<file path="src/rtl/irq_pkg.sv">
package irq_pkg;
  typedef enum logic [1:0] {PH_Q1 = 2'd0, PH_Q2 = 2'd1, PH_Q3 = 2'd2, PH_Q4 = 2'd3} phase_e;

  localparam logic [1:0] ADDR_CTRL = 2'd0;
  localparam logic [1:0] ADDR_PEN  = 2'd1;
  localparam logic [1:0] ADDR_PFLG = 2'd2;

  localparam int CB_GIE    = 7;
  localparam int CB_PEIE   = 6;
  localparam int CB_CEN    = 5;
  localparam int CB_XEN    = 4;
  localparam int CB_CFLG   = 2;
  localparam int CB_XFLG   = 1;

  localparam int PHASES = 4;
endpackage

</file>
<file path="src/rtl/irq_pin_sync.sv">
module irq_pin_sync #(
  parameter int SYNC_STAGES = 2
) (
  input  logic clk,
  input  logic rst_n,
  input  logic pin,
  input  logic rise_sel,
  input  logic gate_open,
  output logic set_flag
);
  logic [SYNC_STAGES-1:0] sync_q;
  logic                   prev_q;
  logic                   hold_q;
  logic                   hold_d;
  logic                   edge_hit;
  logic                   synced;

  assign synced   = sync_q[SYNC_STAGES-1];
  assign edge_hit = rise_sel ? (synced & ~prev_q) : (~synced & prev_q);

  always_comb begin
    set_flag = (edge_hit | hold_q) & gate_open;
    hold_d   = (edge_hit | hold_q) & ~gate_open;
  end

  always_ff @(posedge clk or negedge rst_n) begin
    if (!rst_n) begin
      sync_q <= '0;
      prev_q <= 1'b0;
      hold_q <= 1'b0;
    end else begin
      sync_q <= {sync_q[SYNC_STAGES-2:0], pin};
      prev_q <= synced;
      hold_q <= hold_d;
    end
  end
endmodule

</file>
<file path="src/rtl/irq_ret_stack.sv">
module irq_ret_stack #(
  parameter int DEPTH = 8,
  parameter int W     = 13
) (
  input  logic         clk,
  input  logic         rst_n,
  input  logic         push,
  input  logic         pop,
  input  logic [W-1:0] push_data,
  output logic [W-1:0] top_data
);
  localparam int PW = (DEPTH > 1) ? $clog2(DEPTH) : 1;
  localparam logic [PW-1:0] LAST = PW'(DEPTH - 1);

  logic [W-1:0]  mem_q [DEPTH];
  logic [PW-1:0] sp_q, sp_d;
  logic [PW-1:0] sp_inc, sp_dec;

  always_comb begin
    sp_inc = (sp_q == LAST) ? '0 : sp_q + 1'b1;
    sp_dec = (sp_q == '0) ? LAST : sp_q - 1'b1;
    sp_d   = sp_q;
    if (push)     sp_d = sp_inc;
    else if (pop) sp_d = sp_dec;
  end

  assign top_data = mem_q[sp_dec];

  always_ff @(posedge clk or negedge rst_n) begin
    if (!rst_n) begin
      sp_q <= '0;
      for (int i = 0; i < DEPTH; i++) mem_q[i] <= '0;
    end else begin
      sp_q <= sp_d;
      if (push) mem_q[sp_q] <= push_data;
    end
  end
endmodule

</file>
<file path="src/rtl/irq_vector_unit.sv">
module irq_vector_unit
  import irq_pkg::*;
#(
  parameter int NPER   = 8,
  parameter int PCW    = 13,
  parameter int DEPTH  = 8,
  parameter int VECTOR = 4
) (
  input  logic            clk,
  input  logic            rst_n,
  output logic [1:0]      q_phase,
  input  logic            ext_pin,
  input  logic            ext_rise_sel,
  input  logic            core_evt,
  input  logic [NPER-1:0] per_evt,
  input  logic            reg_wr_en,
  input  logic [1:0]      reg_addr,
  input  logic [7:0]      reg_wdata,
  output logic [7:0]      reg_rdata,
  input  logic [PCW-1:0]  cur_pc,
  input  logic            ret_req,
  output logic            pc_load,
  output logic [PCW-1:0]  pc_next,
  output logic            flush
);
  localparam logic [PCW-1:0] VEC_ADDR = PCW'(VECTOR);
  localparam int FCW = $clog2(PHASES + 1);
  localparam logic [FCW-1:0] FLUSH_LEN = FCW'(PHASES);

  phase_e         phase_q, phase_d;
  logic           gie_q, gie_d, peie_q, peie_d;
  logic           cen_q, cen_d, xen_q, xen_d;
  logic           cflg_q, cflg_d, xflg_q, xflg_d;
  logic [NPER-1:0] pen_q, pen_d, pflg_q, pflg_d;
  logic           load_q, load_d;
  logic [PCW-1:0] pcn_q, pcn_d;
  logic [FCW-1:0] fcnt_q, fcnt_d;

  logic           ext_set, gate_open, pending, take;
  logic           wr_ctrl, wr_pen, wr_pflg;
  logic [PCW-1:0] stack_top;

  assign gate_open = (phase_q == PH_Q4) || (phase_q == PH_Q1);

  irq_pin_sync #(.SYNC_STAGES(2)) u_pin (
    .clk(clk), .rst_n(rst_n), .pin(ext_pin), .rise_sel(ext_rise_sel),
    .gate_open(gate_open), .set_flag(ext_set)
  );

  irq_ret_stack #(.DEPTH(DEPTH), .W(PCW)) u_stack (
    .clk(clk), .rst_n(rst_n), .push(take), .pop(ret_req),
    .push_data(cur_pc), .top_data(stack_top)
  );

  assign wr_ctrl = reg_wr_en && (reg_addr == ADDR_CTRL);
  assign wr_pen  = reg_wr_en && (reg_addr == ADDR_PEN);
  assign wr_pflg = reg_wr_en && (reg_addr == ADDR_PFLG);

  assign pending = (cflg_q & cen_q) | (xflg_q & xen_q) | (peie_q & |(pflg_q & pen_q));
  assign take    = (phase_q == PH_Q1) & gie_q & pending & ~ret_req;

  // next-state logic
  always_comb begin
    phase_d = phase_e'(phase_q + 2'd1);
    peie_d  = wr_ctrl ? reg_wdata[CB_PEIE] : peie_q;
    cen_d   = wr_ctrl ? reg_wdata[CB_CEN]  : cen_q;
    xen_d   = wr_ctrl ? reg_wdata[CB_XEN]  : xen_q;
    cflg_d  = (wr_ctrl ? reg_wdata[CB_CFLG] : cflg_q) | core_evt;
    xflg_d  = (wr_ctrl ? reg_wdata[CB_XFLG] : xflg_q) | ext_set;
    pen_d   = wr_pen  ? reg_wdata[NPER-1:0] : pen_q;
    pflg_d  = (wr_pflg ? reg_wdata[NPER-1:0] : pflg_q) | per_evt;

    gie_d = gie_q;
    if (ret_req)      gie_d = 1'b1;
    else if (take)    gie_d = 1'b0;
    else if (wr_ctrl) gie_d = reg_wdata[CB_GIE];

    load_d = ret_req | take;
    pcn_d  = pcn_q;
    if (ret_req)   pcn_d = stack_top;
    else if (take) pcn_d = VEC_ADDR;

    if (take)             fcnt_d = FLUSH_LEN;
    else if (fcnt_q != 0) fcnt_d = fcnt_q - 1'b1;
    else                  fcnt_d = fcnt_q;
  end

  // registers
  always_ff @(posedge clk or negedge rst_n) begin
    if (!rst_n) begin
      phase_q <= PH_Q1;
      gie_q   <= 1'b0;
      peie_q  <= 1'b0;
      cen_q   <= 1'b0;
      xen_q   <= 1'b0;
      cflg_q  <= 1'b0;
      xflg_q  <= 1'b0;
      pen_q   <= '0;
      pflg_q  <= '0;
      load_q  <= 1'b0;
      pcn_q   <= '0;
      fcnt_q  <= '0;
    end else begin
      phase_q <= phase_d;
      gie_q   <= gie_d;
      peie_q  <= peie_d;
      cen_q   <= cen_d;
      xen_q   <= xen_d;
      cflg_q  <= cflg_d;
      xflg_q  <= xflg_d;
      pen_q   <= pen_d;
      pflg_q  <= pflg_d;
      load_q  <= load_d;
      pcn_q   <= pcn_d;
      fcnt_q  <= fcnt_d;
    end
  end

  always_comb begin
    reg_rdata = '0;
    unique case (reg_addr)
      ADDR_CTRL: begin
        reg_rdata[CB_GIE]  = gie_q;
        reg_rdata[CB_PEIE] = peie_q;
        reg_rdata[CB_CEN]  = cen_q;
        reg_rdata[CB_XEN]  = xen_q;
        reg_rdata[CB_CFLG] = cflg_q;
        reg_rdata[CB_XFLG] = xflg_q;
      end
      ADDR_PEN:  reg_rdata[NPER-1:0] = pen_q;
      ADDR_PFLG: reg_rdata[NPER-1:0] = pflg_q;
      default:   reg_rdata = '0;
    endcase
  end

  assign q_phase = phase_q;
  assign pc_load = load_q;
  assign pc_next = pcn_q;
  assign flush   = (fcnt_q != '0);
endmodule

</file>
<file path="config.mk">
export PLATFORM = sky130hd
export DESIGN_NAME = irq_vector_unit
export DESIGN_NICKNAME = d
export VERILOG_FILES = /design/src/rtl/irq_pkg.sv /design/src/rtl/irq_pin_sync.sv /design/src/rtl/irq_ret_stack.sv /design/src/rtl/irq_vector_unit.sv
export SDC_FILE = /design/constraint.sdc
export NUM_CORES = 1
export LEC_CHECK = 0
export BUFFER_PORTS_ARGS = -buffer_cell sky130_fd_sc_hd__buf_4
export CAP_MARGIN = 15
export CORE_ASPECT_RATIO = 0.75
export CORE_MARGIN = 8
export CORE_UTILIZATION = 48
export DETAILED_ROUTE_END_ITERATION = 8
export PLACE_DENSITY = 0.7
export SYNTH_ARGS = -nofsm -noshare
export SYNTH_HDL_FRONTEND = slang
export SYNTH_HIERARCHICAL = 1
export SYNTH_SLANG_ARGS = --single-unit
</file>
<file path="constraint.sdc">
create_clock -name clk -period 3.4 [get_ports clk]
set_input_delay 0.17 -clock clk [delete_from_list [all_inputs] [get_ports clk]]
set_output_delay 0.17 -clock clk [all_outputs]
set_load 0.01 [all_outputs]
</file>
### Word-level counts from Yosys, hierarchy flattened

Cells that the tools add are included.

* reductions and logical operators: 13
* multiplexer cells: 25
* order comparisons: 3
* bitwise logic cells: 24
* add/subtract/negate cells: 4
* equal/unequal tests: 4

Operators by type and width (number)
* 104-bit bitwise mux: 1
* 13-bit 2-to-1 mux: 5
* 13-bit binary-select mux with 3-bit select: 1
* 13-bit demux with 3-bit select: 1
* 3-bit 2-to-1 mux: 6
* 4-bit one-hot mux with 3 select lines: 1
* 1-bit AND: 10
* 8-bit AND: 1
* 4-bit >= comparator (second input constant): 2
* 8-bit 2-to-1 mux: 1
* 3-bit NOT with 4-bit output: 2
* 8-bit OR: 1
* 8-bit OR reduction: 1
* 1-bit 2-to-1 mux: 6
* 1-bit OR: 6
* 2-bit one-hot mux with 3 select lines: 1
* 3-bit nonzero test: 2
* 3-bit by 1-bit subtractor with 3-bit output (second input constant): 2
* 2-bit equality test (second input constant): 2
* 1-bit logical AND: 4
* 2-bit logical NOT: 2
* 4-bit by 1-bit < comparator with 1-bit output (second input constant): 1
* 1-bit NOT: 4
* 1-bit one-hot mux with 2 select lines: 2
* 7 further kinds: 8

* input bits: 38
* output and inout bits: 25
* register bits after elaboration: 152

### Logic depth before layout (Yosys ltp)

Gate-level depths: netlist of run 1.

* word-level depth: 8
* gate-level depth with buffers: 12
* gate-level depth less buffers: 9

### By module

Netlist of run 1, hierarchy kept.

By module, submodules not included
* irq_ret_stack: sequential area each 2677.6 sq um, area each 5420.2 sq um, times used 1, cells each 443
* irq_vector_unit: sequential area each 1026.0 sq um, area each 2288.4 sq um, times used 1, cells each 219
* irq_pin_sync: sequential area each 100.1 sq um, area each 136.4 sq um, times used 1, cells each 10

### Least setup slack after synthesis of run 1

OpenSTA, ideal clock, no wires.

* kind: flip-flop to flip-flop
* from: reg phase_q[0], in the netlist q_phase[0]
* to: reg u_stack/mem_q[41] (netlist bit)
* setup slack: 1059 ps
* clock period less this slack: 2341 ps
* library setup time: 125 ps
* buffers on the path: 2
* arrival time: 2216 ps
* stages on the path, launching flop included: 11
* cell sequence: dfrtp_1 -> inv_1 -> ha_1 -> nand2_1 -> nor2_1 -> a21boi_0 -> buf_4 -> nand2_1 -> nor3_1 -> buf_4 -> mux2_2

* cells in the longest elaborated chain, start to end: 4

RTL lines
* start: declaration: RTL line irq_vector_unit.sv:30 `phase_e phase_q, phase_d;`
* start signal: assignment: RTL line irq_vector_unit.sv:104 `phase_q <= phase_d;`
* 2-bit logical NOT: RTL line irq_vector_unit.sv:60 `assign take = (phase_q == PH_Q1) & gie_q & pending & ~ret_req;`
* 1-bit AND (3 in a row): RTL line irq_vector_unit.sv:60
* via take: RTL line irq_vector_unit.sv:39 `logic ext_set, gate_open, pending, take;`
* end signal: indexed assignment: RTL line irq_ret_stack.sv:35 `if (push) mem_q[sp_q] <= push_data;`
* end: declaration: RTL line irq_ret_stack.sv:15 `logic [W-1:0] mem_q [DEPTH];`

The timed path passes the listed nets, and every way through them passes these cells.
A chain may end at the register's enable or synchronous reset.

### Worst setup path in the final report of run 1

* from: reg pflg_q[0]
* to: reg u_stack/mem_q[64] (netlist bit)

* cells in the longest elaborated chain, start to end: 6

RTL lines
* start: declaration: RTL line irq_vector_unit.sv:34 `logic [NPER-1:0] pen_q, pen_d, pflg_q, pflg_d;`
* start signal: assignment: RTL line irq_vector_unit.sv:112 `pflg_q <= pflg_d;`
* 8-bit AND: RTL line irq_vector_unit.sv:59 `assign pending = (cflg_q & cen_q) | (xflg_q & xen_q) | (peie_q & |(pflg_q & pen_q));`
* 8-bit OR reduction: RTL line irq_vector_unit.sv:59
* 1-bit AND: RTL line irq_vector_unit.sv:59
* 1-bit OR: RTL line irq_vector_unit.sv:59
* 1-bit AND (2 in a row): RTL line irq_vector_unit.sv:60
* via take: RTL line irq_vector_unit.sv:39

The timed path passes the listed nets, and every way through them passes these cells.

==> flow_summary_export.csv, run 1 <==
group,metric,value,unit
placement,placed_cell_area,8460,um^2
run_status,outcome,"finished, final reports clean",
clock_tree,cts_tree,"done",
critical_path,crit_type,"reg -> reg",
die,rows,40,
clock_tree,cts_inserted_buffers,17,
clock_tree,cts_sinks,152,
synthesis,ys_top_cells_by_count,"dfrtp_1, mux2_2, nand2_1, mux2_4, nor2b_1",
placement,hpwl,13.7,mm
global_route,track_usage,0.202,
global_route,overflow,0,
die,io_pins,63,
critical_path,end_kind,"flip-flop",
synthesis,synthArstFlopShare,1.00,
synthesis,yosysMostFrequentCell,"dfrtp_1",
critical_path,path_max_fanout,13,
sta,finalSetupTns,0,ps
clock_tree,worstSkewPairLatency,420,ps
power_and_ir_drop,vdd_drop_max,0.389,mV
sta,setup_viol,0,
die,fp.dieArea,20700,um^2
synthesis,synth.avg_cell_area,11.7,um^2
global_route,antenna_found_initial,1,
cells_and_area,num-nets-final,791,
global_route,grt_pass1_wl,33.0,mm
synthesis,ys_ff_latch,152,
sta,rsz0062_at_grt,"no",
detailed_routing,wl,20.6,mm
sta,max_freq,344,MHz
cells_and_area,n_fill_cell,1291,
sta,setup_ws,497,ps
clock_tree,cts_resized,0,
run,drv_cap,0,
detailed_routing,firstDrtPassIters,5,
worst_hold_path,hp-class,"in -> reg",
die,start_util,0.490,
cells_and_area,post-route-util,0.577,
synthesis,synth_cell_type_count,52,
global_route,use_met1,0.285,
clock_tree,cts_buffer_depth,2,
detailed_routing,drc,0,
power_and_ir_drop,power_leakage,0.00424,uW
synthesis,synth_edf_count,0,
sta,drv_slew,0,
sta,layout_min_cycle_time,2900,ps
synthesis,synthCells,672,
synthesis,ys_top_cells_by_area,"dfrtp_1, mux2_2, mux2_4, nand2_1, a311oi_1",
die,core,16000,um^2
synthesis,ys.flop_type,"dfrtp_1",
global_route,top_usage_layer,"met2",
global_route,grt_start_max_net_pins,96,
sta,finalHoldViolCount,0,
critical_path,worstSetupStartpointType,"flip-flop",
power_and_ir_drop,powerDensity,902,nW/um^2
detailed_routing,via_per_inst,6.01,
sta,relSlewSlack,0.341,
critical_path,crit_required,3700,ps
clock_tree,clk_pin_slew_worst_paths,60,ps
placement,io_buffers,62,
detailed_routing,drtAntennaViolNets,0,
sta,fin_crit_sh,0.854,
detailed_routing,route.vias.total,5797,
synthesis,synth_top_area_cell,"dfrtp_1",
synthesis,synth.top_cell.area_share,0.485,
detailed_routing,drt_iter0_markers,560,
synthesis,yosysWarnings,6,
sta,tightest_slew,984,ps
synthesis,syn_area,7850,um^2
clock_tree,root_buffer,"clkbuf_16",
global_route,first_global_vias,5892,
cells_and_area,area.growth.synth_to_final,17.8,%
global_route,grtUsageMet3,0.0462,
detailed_routing,routedWlPerCell,21.3,um
clock_tree,cts.htree.levels,4,
synthesis,syn_nets,721,
cells_and_area,drive_gt1_frac,0.347,
placement,pre_cts_ws,551,ps
synthesis,yosysSeqAreaShare,0.485,
critical_path,cp.arrival,3210,ps
global_route,grt_use_met2,0.306,
die,chipWidth,164,um
clock_tree,cts_setup_buffers,0,
placement,gp_congestion,0.893,
die,dieHeight,127,um
sta,clock_skew,13.5,ps
cells_and_area,design_area,9250,um^2
[layer usage]
layer / vias up / share of wire
met4: 0 / 0.010
li1: 2623 / -
met1: 2955 / 0.45
met3: 16 / 0.067
met5: - / 0
met2: 203 / 0.47
[final timing paths]
path	depth (start not counted)	slack, ps	end	startpoint
max	7	500	u_stack/mem_q[64]	pflg_q[0]
min	2	50	u_stack/mem_q[18]	cur_pc[5]
max reg2reg	7	500	u_stack/mem_q[64]	pflg_q[0]
min reg2reg	0	360	u_pin/sync_q[1]	u_pin/sync_q[0]
max in group asynchronous	3	2160	u_stack/mem_q[75]	rst_n
min in group asynchronous	2	410	pflg_q[3]	rst_n
[layout make-up]
cell class / instances / area, um^2 / area share
Antenna cell: 1 / 2.50 / 0.000271
Inverter: 14 / 52.6 / 0.00568
Timing Repair Buffer: 102 / 830 / 0.0897
Clock buffer: 18 / 439 / 0.0475
Clock inverter: 13 / 155 / 0.0168
Sequential cell: 152 / 3800 / 0.411
Multi-Input combinational cell: 455 / 3700 / 0.400
Tap cell: 210 / 263 / 0.0284
[sequential cells by signal (all words and copies together), names as in the netlist, 2 cells and up]
name and cells:
u_stack/mem_q 104, pc_next 13, pen_q 8, pflg_q 8
fcnt_q 3, u_stack/sp_q 3, q_phase 2, u_pin/sync_q 2
[cell families (layout without fill, tap and decap cells)]
family                   Yosys count  in the layout  share of synthesized area
AO/OA/AOI/OAI                    138            138                      0.150
other                              0              1                          0
flip-flops                       152            152                      0.485
multiplexers                     118            118                      0.183
buffers and inverters             65            147                     0.0461
AND/OR/NAND/NOR                  187            187                      0.117
XOR/XNOR                           1              1                    0.00112
adder cells (fa/ha/maj)           11             11                     0.0175
[critical path, stage by stage (launching register included)]
cell      delay (ps)
dfrtp_1          400
a22o_1           280
o41ai_1          540
a21boi_0         190
buf_4            210
nand2b_4         100
or3_1            630
mux2_2           420
[power by group]
| group | leakage [uW] | switching [uW] | total, uW | internal (uW) |
|---|---|---|---|---|
| combinational | 0.00207 | 1880 | 3440 | 1560 |
| sequential | 0.00188 | 499 | 3010 | 2510 |
| clock | 0.000287 | 735 | 1900 | 1160 |
| total | 0.00424 | 3110 | 8340 | 5230 |
[through the flow]
step / hold WS [ps] / instances / total power, uW
2_1_floorplan: -126 / 672 / 5410
3_3_place_gp: 281 / 914 / 6250
4_1_cts: 35.3 / 964 / 8350
3_5_place_dp: 282 / 914 / 6390
6_report: 50.3 / 965 / 8340
5_1_grt: 38.3 / 965 / 8800
[timing repair]
action	4_1_cts	5_1_grt
hold buffers	19	0
endpoints found under the hold margin	114	0
setup endpoints to repair	0	0
[layout by cell type (no fill, tap or decap), types with 3 or more instances in the layout]
master         count
nor3_2             5
o211ai_1           4
a21oi_1            5
a211o_1           21
clkinvlp_4         3
clkbuf_16         17
mux2_2            86
mux2_4            30
buf_4             81
a22oi_1            9
o21ai_0           17
a311oi_1          25
a222oi_1           6
nand2_1           83
a32oi_1           12
clkinv_2           5
a211oi_1           4
inv_1             12
or3_1              3
dfrtp_1          152
nor3_1             6
o211ai_2          10
nand3_1           25
a22oi_2            8
and3_1            11
a22o_1             4
dlygate4sd3_1     19
ha_1              11
bufinv_16          3
nor2b_1           29
nor2_1            16
Power figures use the tool's default switching activity.
==> run 2, diff against run 1 <==
==> constraint.sdc (replaced) <==
create_clock -name clk -period 3.4 [get_ports clk]
set_input_delay 0.34 -clock clk [delete_from_list [all_inputs] [get_ports clk]]
set_output_delay 0.34 -clock clk [all_outputs]
set_load 0.01 [all_outputs]
==> run 2 against run 1 <==
Compared with the run above: combinational power down 1%; total power down 1.5%; count of clock-buffer cells in the layout up 8; non-clock buffer count down 18; routed wire length down 4.3%; clock power down 4%; setup slack better by 31 ps; highest routed layer unchanged.
==> flow_summary_export.csv, run 2 (synthesis results as in run 1) <==
group,metric,value,unit
cells_and_area,final_cells,947,
worst_hold_path,hp-class,"in -> reg",
sta,drv_slew,0,
sta,fin_crit_sh,0.845,
power_and_ir_drop,power_leakage,0.00415,uW
run_status,outcome,"finished, final reports clean",
sta,rsz0062_at_grt,"no",
clock_tree,clk_pin_slew_worst_paths,60,ps
detailed_routing,wl,19.7,mm
cells_and_area,final_cell_mix,"dfrtp_1, mux2_2, nand2_1, buf_4, mux2_4",
sta,clock_skew,8.61,ps
global_route,grt_pass1_wl,32.5,mm
cells_and_area,antenna_cells,0,
power_and_ir_drop,powerDensity,908,nW/um^2
die,chipWidth,164,um
power_and_ir_drop,internal_power,5170,uW
clock_tree,cts.htree.levels,4,
die,start_util,0.490,
sta,relSlewSlack,0.397,
detailed_routing,firstDrtPassIters,5,
global_route,antenna_found_initial,0,
clock_tree,cts_sinks,152,
critical_path,path_max_fanout,13,
clock_tree,cts_tree,"done",
critical_path,cp.arrival,3170,ps
critical_path,ff2ff_setup_slack,530,ps
detailed_routing,drt_iter0_markers,501,
cells_and_area,largest_register_ff_count,104,
sta,layout_min_cycle_time,2870,ps
cells_and_area,area.growth.synth_to_final,15.4,%
placement,pre_cts_ws,578,ps
detailed_routing,route.vias.total,5709,
cells_and_area,num-nets-final,773,
clock_tree,root_buffer,"clkbuf_16",
sta,max_freq,348,MHz
clock_tree,worstSkewPairLatency,420,ps
cells_and_area,post-route-util,0.565,
power_and_ir_drop,vdd_drop_max,0.527,mV
sta,finalSetupTns,0,ps
die,core,16000,um^2
critical_path,crit_required,3700,ps
placement,hpwl,13.6,mm
sta,setup_ws,528,ps
die,rows,40,
detailed_routing,drtAntennaViolNets,0,
sta,setup_viol,0,
sta,tightest_slew,901,ps
cells_and_area,final_common_cell,"dfrtp_1",
global_route,first_global_vias,5999,
clock_tree,cts_buffer_depth,2,
global_route,track_usage,0.197,
critical_path,end_kind,"flip-flop",
die,fp.dieArea,20700,um^2
sta,finalHoldViolCount,0,
clock_tree,cts_resized,0,
placement,dp_cells,914,
global_route,grt_start_max_net_pins,75,
critical_path,worstSetupStartpointType,"flip-flop",
power_and_ir_drop,switching_share,0.370,
detailed_routing,via_per_inst,6.03,
placement,io_buffers,62,
die,io_pins,63,
power_and_ir_drop,pwr-share-clk,0.222,
cells_and_area,largest-register,"u_stack/mem_q",
power_and_ir_drop,sequentialPowerShare,0.364,
critical_path,crit_type,"reg -> reg",
placement,gp_congestion,0.881,
cells_and_area,drive_gt1_frac,0.353,
power_and_ir_drop,switchingPower,3040,uW
clock_tree,cts_inserted_buffers,17,
die,dieHeight,127,um
power_and_ir_drop,pwr-share-comb,0.414,
run,drv_cap,0,
detailed_routing,drc,0,
detailed_routing,routedWlPerCell,20.8,um
global_route,overflow,0,
[run 2: per-layer routing]
| metal | part of all wire | GRT usage | wire [um] | vias up |
|---|---|---|---|---|
| li1 | - | - | - | 2583 |
| met1 | 0.46 | 0.272 | 8970 | 2916 |
| met2 | 0.48 | 0.304 | 9350 | 184 |
| met3 | 0.053 | 0.0436 | 1050 | 26 |
| met4 | 0.016 | 0.0603 | 310 | 0 |
| met5 | 0 | 0 | 0 | - |
[run 2: critical path, stage by stage, from the launching register on]
cell and delay [ps]:
dfrtp_1 400, a22o_1 270, o41ai_1 560, a21boi_0 180, buf_4 200, nand2b_4 100
or3_1 630, mux2_2 410
[run 2: metrics by stage]
step	area (um^2)	hold WS, ps	total power (uW)
6_report	9050	27.1	8220
5_1_grt	9050	1.27	8710
4_1_cts	9050	10.5	8240
3_5_place_dp	8460	337	6380
3_3_place_gp	8460	334	6230
2_1_floorplan	7850	44.4	5410
[run 2: final cells by class]
class / instances / area [um^2]
fill: 1342 / 6970
clock buffer: 26 / 519
sequential: 152 / 3800
multi-input combinational: 455 / 3700
timing repair buffer: 84 / 649
clock inverter: 6 / 62.6
tap: 210 / 263
inverter: 14 / 52.6
[run 2: power groups by stage]
stage | logic (uW) | registers (uW) | clock network, uW
global placement | 3270 | 2950 | 0
global route | 3690 | 3070 | 1940
floorplan | 2560 | 2850 | 0
detailed placement | 3380 | 3000 | 0
CTS | 3410 | 2980 | 1860
finish | 3400 | 2990 | 1820
[run 2: final timing paths]
kind,from,to,depth (start not counted)
setup / recovery,pflg_q[0],u_stack/mem_q[64],7
hold / removal,ext_pin,u_pin/sync_q[0],1
setup reg to reg,pflg_q[0],u_stack/mem_q[64],7
hold reg to reg,u_pin/sync_q[0],u_pin/sync_q[1],0
max in group asynchronous,rst_n,u_stack/mem_q[33],3
min in group asynchronous,rst_n,pflg_q[3],2
[run 2: timing repair]
action | CTS | global route
setup buffers | 0 | 0
hold buffers | 1 | 0
endpoints found under the hold margin | 72 | 0
==> run 3, diff against run 2 <==
==> constraint.sdc (replaced) <==
create_clock -name clk -period 3 [get_ports clk]
set_input_delay 0.3 -clock clk [delete_from_list [all_inputs] [get_ports clk]]
set_output_delay 0.3 -clock clk [all_outputs]
set_load 0.01 [all_outputs]
==> run 3 against run 2 <==
Compared with the run above: global-route usage grew 0.52 points; critical path depth increased by 2; fmax grew 8.4%; critical path type unchanged; sequential cell count stayed put; worst hold slack better by 25 ps; highest routed layer unchanged; first-iteration DRC count is 0.20% higher.
==> flow_summary_export.csv, run 3 (synthesis results as in run 1) <==
group,metric,value,unit
power_and_ir_drop,switchingPower,3550,uW
clock_tree,cts_inserted_buffers,17,
sta,finalSetupTns,0,ps
worst_hold_path,hp-class,"in -> reg",
cells_and_area,n_fill_cell,1281,
die,io_pins,63,
sta,tightest_slew,876,ps
detailed_routing,wl,20.2,mm
die,rows,40,
detailed_routing,via_per_inst,6.09,
sta,max_freq,378,MHz
critical_path,cp.arrival,2960,ps
power_and_ir_drop,pwr-share-clk,0.230,
sta,relSlewSlack,0.414,
placement,gp_congestion,0.853,
global_route,first_global_vias,5918,
cells_and_area,largest-register,"u_stack/mem_q",
clock_tree,cts_sinks,152,
cells_and_area,final_common_cell,"dfrtp_1",
critical_path,path_cells,"inv_1 -> ha_1 -> nand2_1 -> nor2_1 -> a21boi_1 -> nand2_1 -> or3_1 -> buf_4 -> mux2_4",
cells_and_area,drive_gt1_frac,0.359,
detailed_routing,drt_iter0_markers,502,
detailed_routing,drtAntennaViolNets,0,
cells_and_area,largest_register_ff_count,104,
worst_hold_path,holdPathStages,2,
run_status,outcome,"finished, final reports clean",
critical_path,crit_required,3310,ps
placement,io_buffers,62,
power_and_ir_drop,vdd_drop_max,0.503,mV
sta,setup_viol,0,
power_and_ir_drop,switching_share,0.369,
critical_path,crit_start,"q_phase[0]",
global_route,track_usage,0.202,
sta,rsz0062_at_grt,"no",
sta,fin_crit_sh,0.883,
global_route,grt_pass1_wl,32.8,mm
power_and_ir_drop,internal_power,6060,uW
run,drv_cap,0,
clock_tree,cts_tree,"done",
cells_and_area,register_area,3800,um^2
detailed_routing,route.vias.total,5828,
placement,hpwl,14.0,mm
detailed_routing,routedWlPerCell,21.2,um
cells_and_area,post-route-util,0.573,
detailed_routing,firstDrtPassIters,5,
clock_tree,cts_buffer_depth,2,
power_and_ir_drop,powerDensity,1050,nW/um^2
critical_path,cp-endpoint,"u_stack/mem_q[32]",
cells_and_area,final_cell_mix,"dfrtp_1, buf_4, mux2_2, nand2_1, mux2_4",
global_route,grt_start_max_net_pins,74,
power_and_ir_drop,power_leakage,0.00422,uW
critical_path,cp_slowest_cell,"or3_1",
critical_path,end_kind,"flip-flop",
critical_path,worstSetupStartpointType,"flip-flop",
critical_path,reg2reg_depth,9,
die,fp.dieArea,20700,um^2
clock_tree,clk_pin_slew_worst_paths,60,ps
global_route,antenna_found_initial,0,
critical_path,max_stage_delay,480,ps
critical_path,ff2ff_setup_slack,350,ps
power_and_ir_drop,pwr-share-comb,0.417,
sta,drv_slew,0,
die,dieHeight,127,um
sta,clock_skew,12.4,ps
critical_path,path_max_fanout,9,
sta,finalHoldViolCount,0,
critical_path,r2r_start,"q_phase[0]",
detailed_routing,drc,0,
die,chipWidth,164,um
cells_and_area,num-nets-final,783,
cells_and_area,area.growth.synth_to_final,16.9,%
clock_tree,root_buffer,"clkbuf_16",
clock_tree,cts.htree.levels,4,
clock_tree,worstSkewPairLatency,430,ps
power_and_ir_drop,sequentialPowerShare,0.353,
die,start_util,0.490,
sta,layout_min_cycle_time,2650,ps
die,core,16000,um^2
global_route,overflow,0,
critical_path,crit_type,"reg -> reg",
critical_path,rr_endpoint,"u_stack/mem_q[32]",
cells_and_area,antenna_cells,0,
cells_and_area,multiInputGateArea,3700,um^2
critical_path,path_common_cell,"nand2_1",
clock_tree,cts_setup_buffers,0,
## run 3: cell types whose count changed in the layout (fill, tap and decap cells not counted), sizes merged
cell         delta
clkbuf          -1
bufinv          +2
buf             +9
dlygate4sd3     +1
clkinvlp        -1
## run 3: cell type report
cell class                 count  area share
sequential                   152       0.415
timing repair buffer          94      0.0806
tap                          210      0.0287
inverter                      14     0.00573
multi-input combinational    455       0.404
clock buffer                  25      0.0540
clock inverter                 7      0.0126
## run 3: layer usage
| layer | vias to the layer above | track usage | share of wire |
|---|---|---|---|
| met4 | 0 | 0.0763 | 0.023 |
| met5 | - | 0 | 0 |
| li1 | 2607 | - | - |
| met3 | 38 | 0.0562 | 0.072 |
| met1 | 2970 | 0.279 | 0.45 |
| met2 | 213 | 0.297 | 0.46 |
## run 3: worst min-delay path by stage
stage	from	end	slack, ps
6_report	per_evt[3]	pflg_q[3]	50
5_1_grt	per_evt[3]	pflg_q[3]	40
4_1_cts	per_evt[6]	pflg_q[6]	40
3_5_place_dp	u_pin/sync_q[0]	u_pin/sync_q[1]	340
3_3_place_gp	u_pin/sync_q[0]	u_pin/sync_q[1]	330
2_1_floorplan	rst_n	cen_q	4
## run 3: timing repair
action	CTS	global route
endpoints found under the setup margin	0	18
hold buffers	2	0
hold endpoints to repair	71	0
gates resized for setup	0	1
## run 3: per-stage QoR
step	cells	hold WS [ps]	setup slack (ps)	area [um^2]	total power, uW
floorplan	672	4.41	659	7850	6140
global placement	923	334	339	8540	7210
detailed placement	923	343	236	8540	7330
CTS	957	36.6	167	9170	9610
global route	957	45.0	186	9170	10200
finish	957	52.4	352	9170	9610
## run 3: critical path: cells and delay by family, from the launching register on
family                     cells  cell delay [ps]
AOI/OAI and AO/OA              1              460
adders and majority gates      1              180
muxes                          1              310
buffers and inverters          2              330
DFF                            1              370
and+or+nand+nor                4              870
## run 3: power by group through the flow
| stage | Clock, uW | Combinational, uW | Sequential, uW |
|---|---|---|---|
| floorplan | 0 | 2900 | 3240 |
| global placement | 0 | 3850 | 3360 |
| detailed placement | 0 | 3930 | 3400 |
| CTS | 2250 | 3980 | 3380 |
| global route | 2340 | 4330 | 3490 |
| finish | 2210 | 4010 | 3390 |
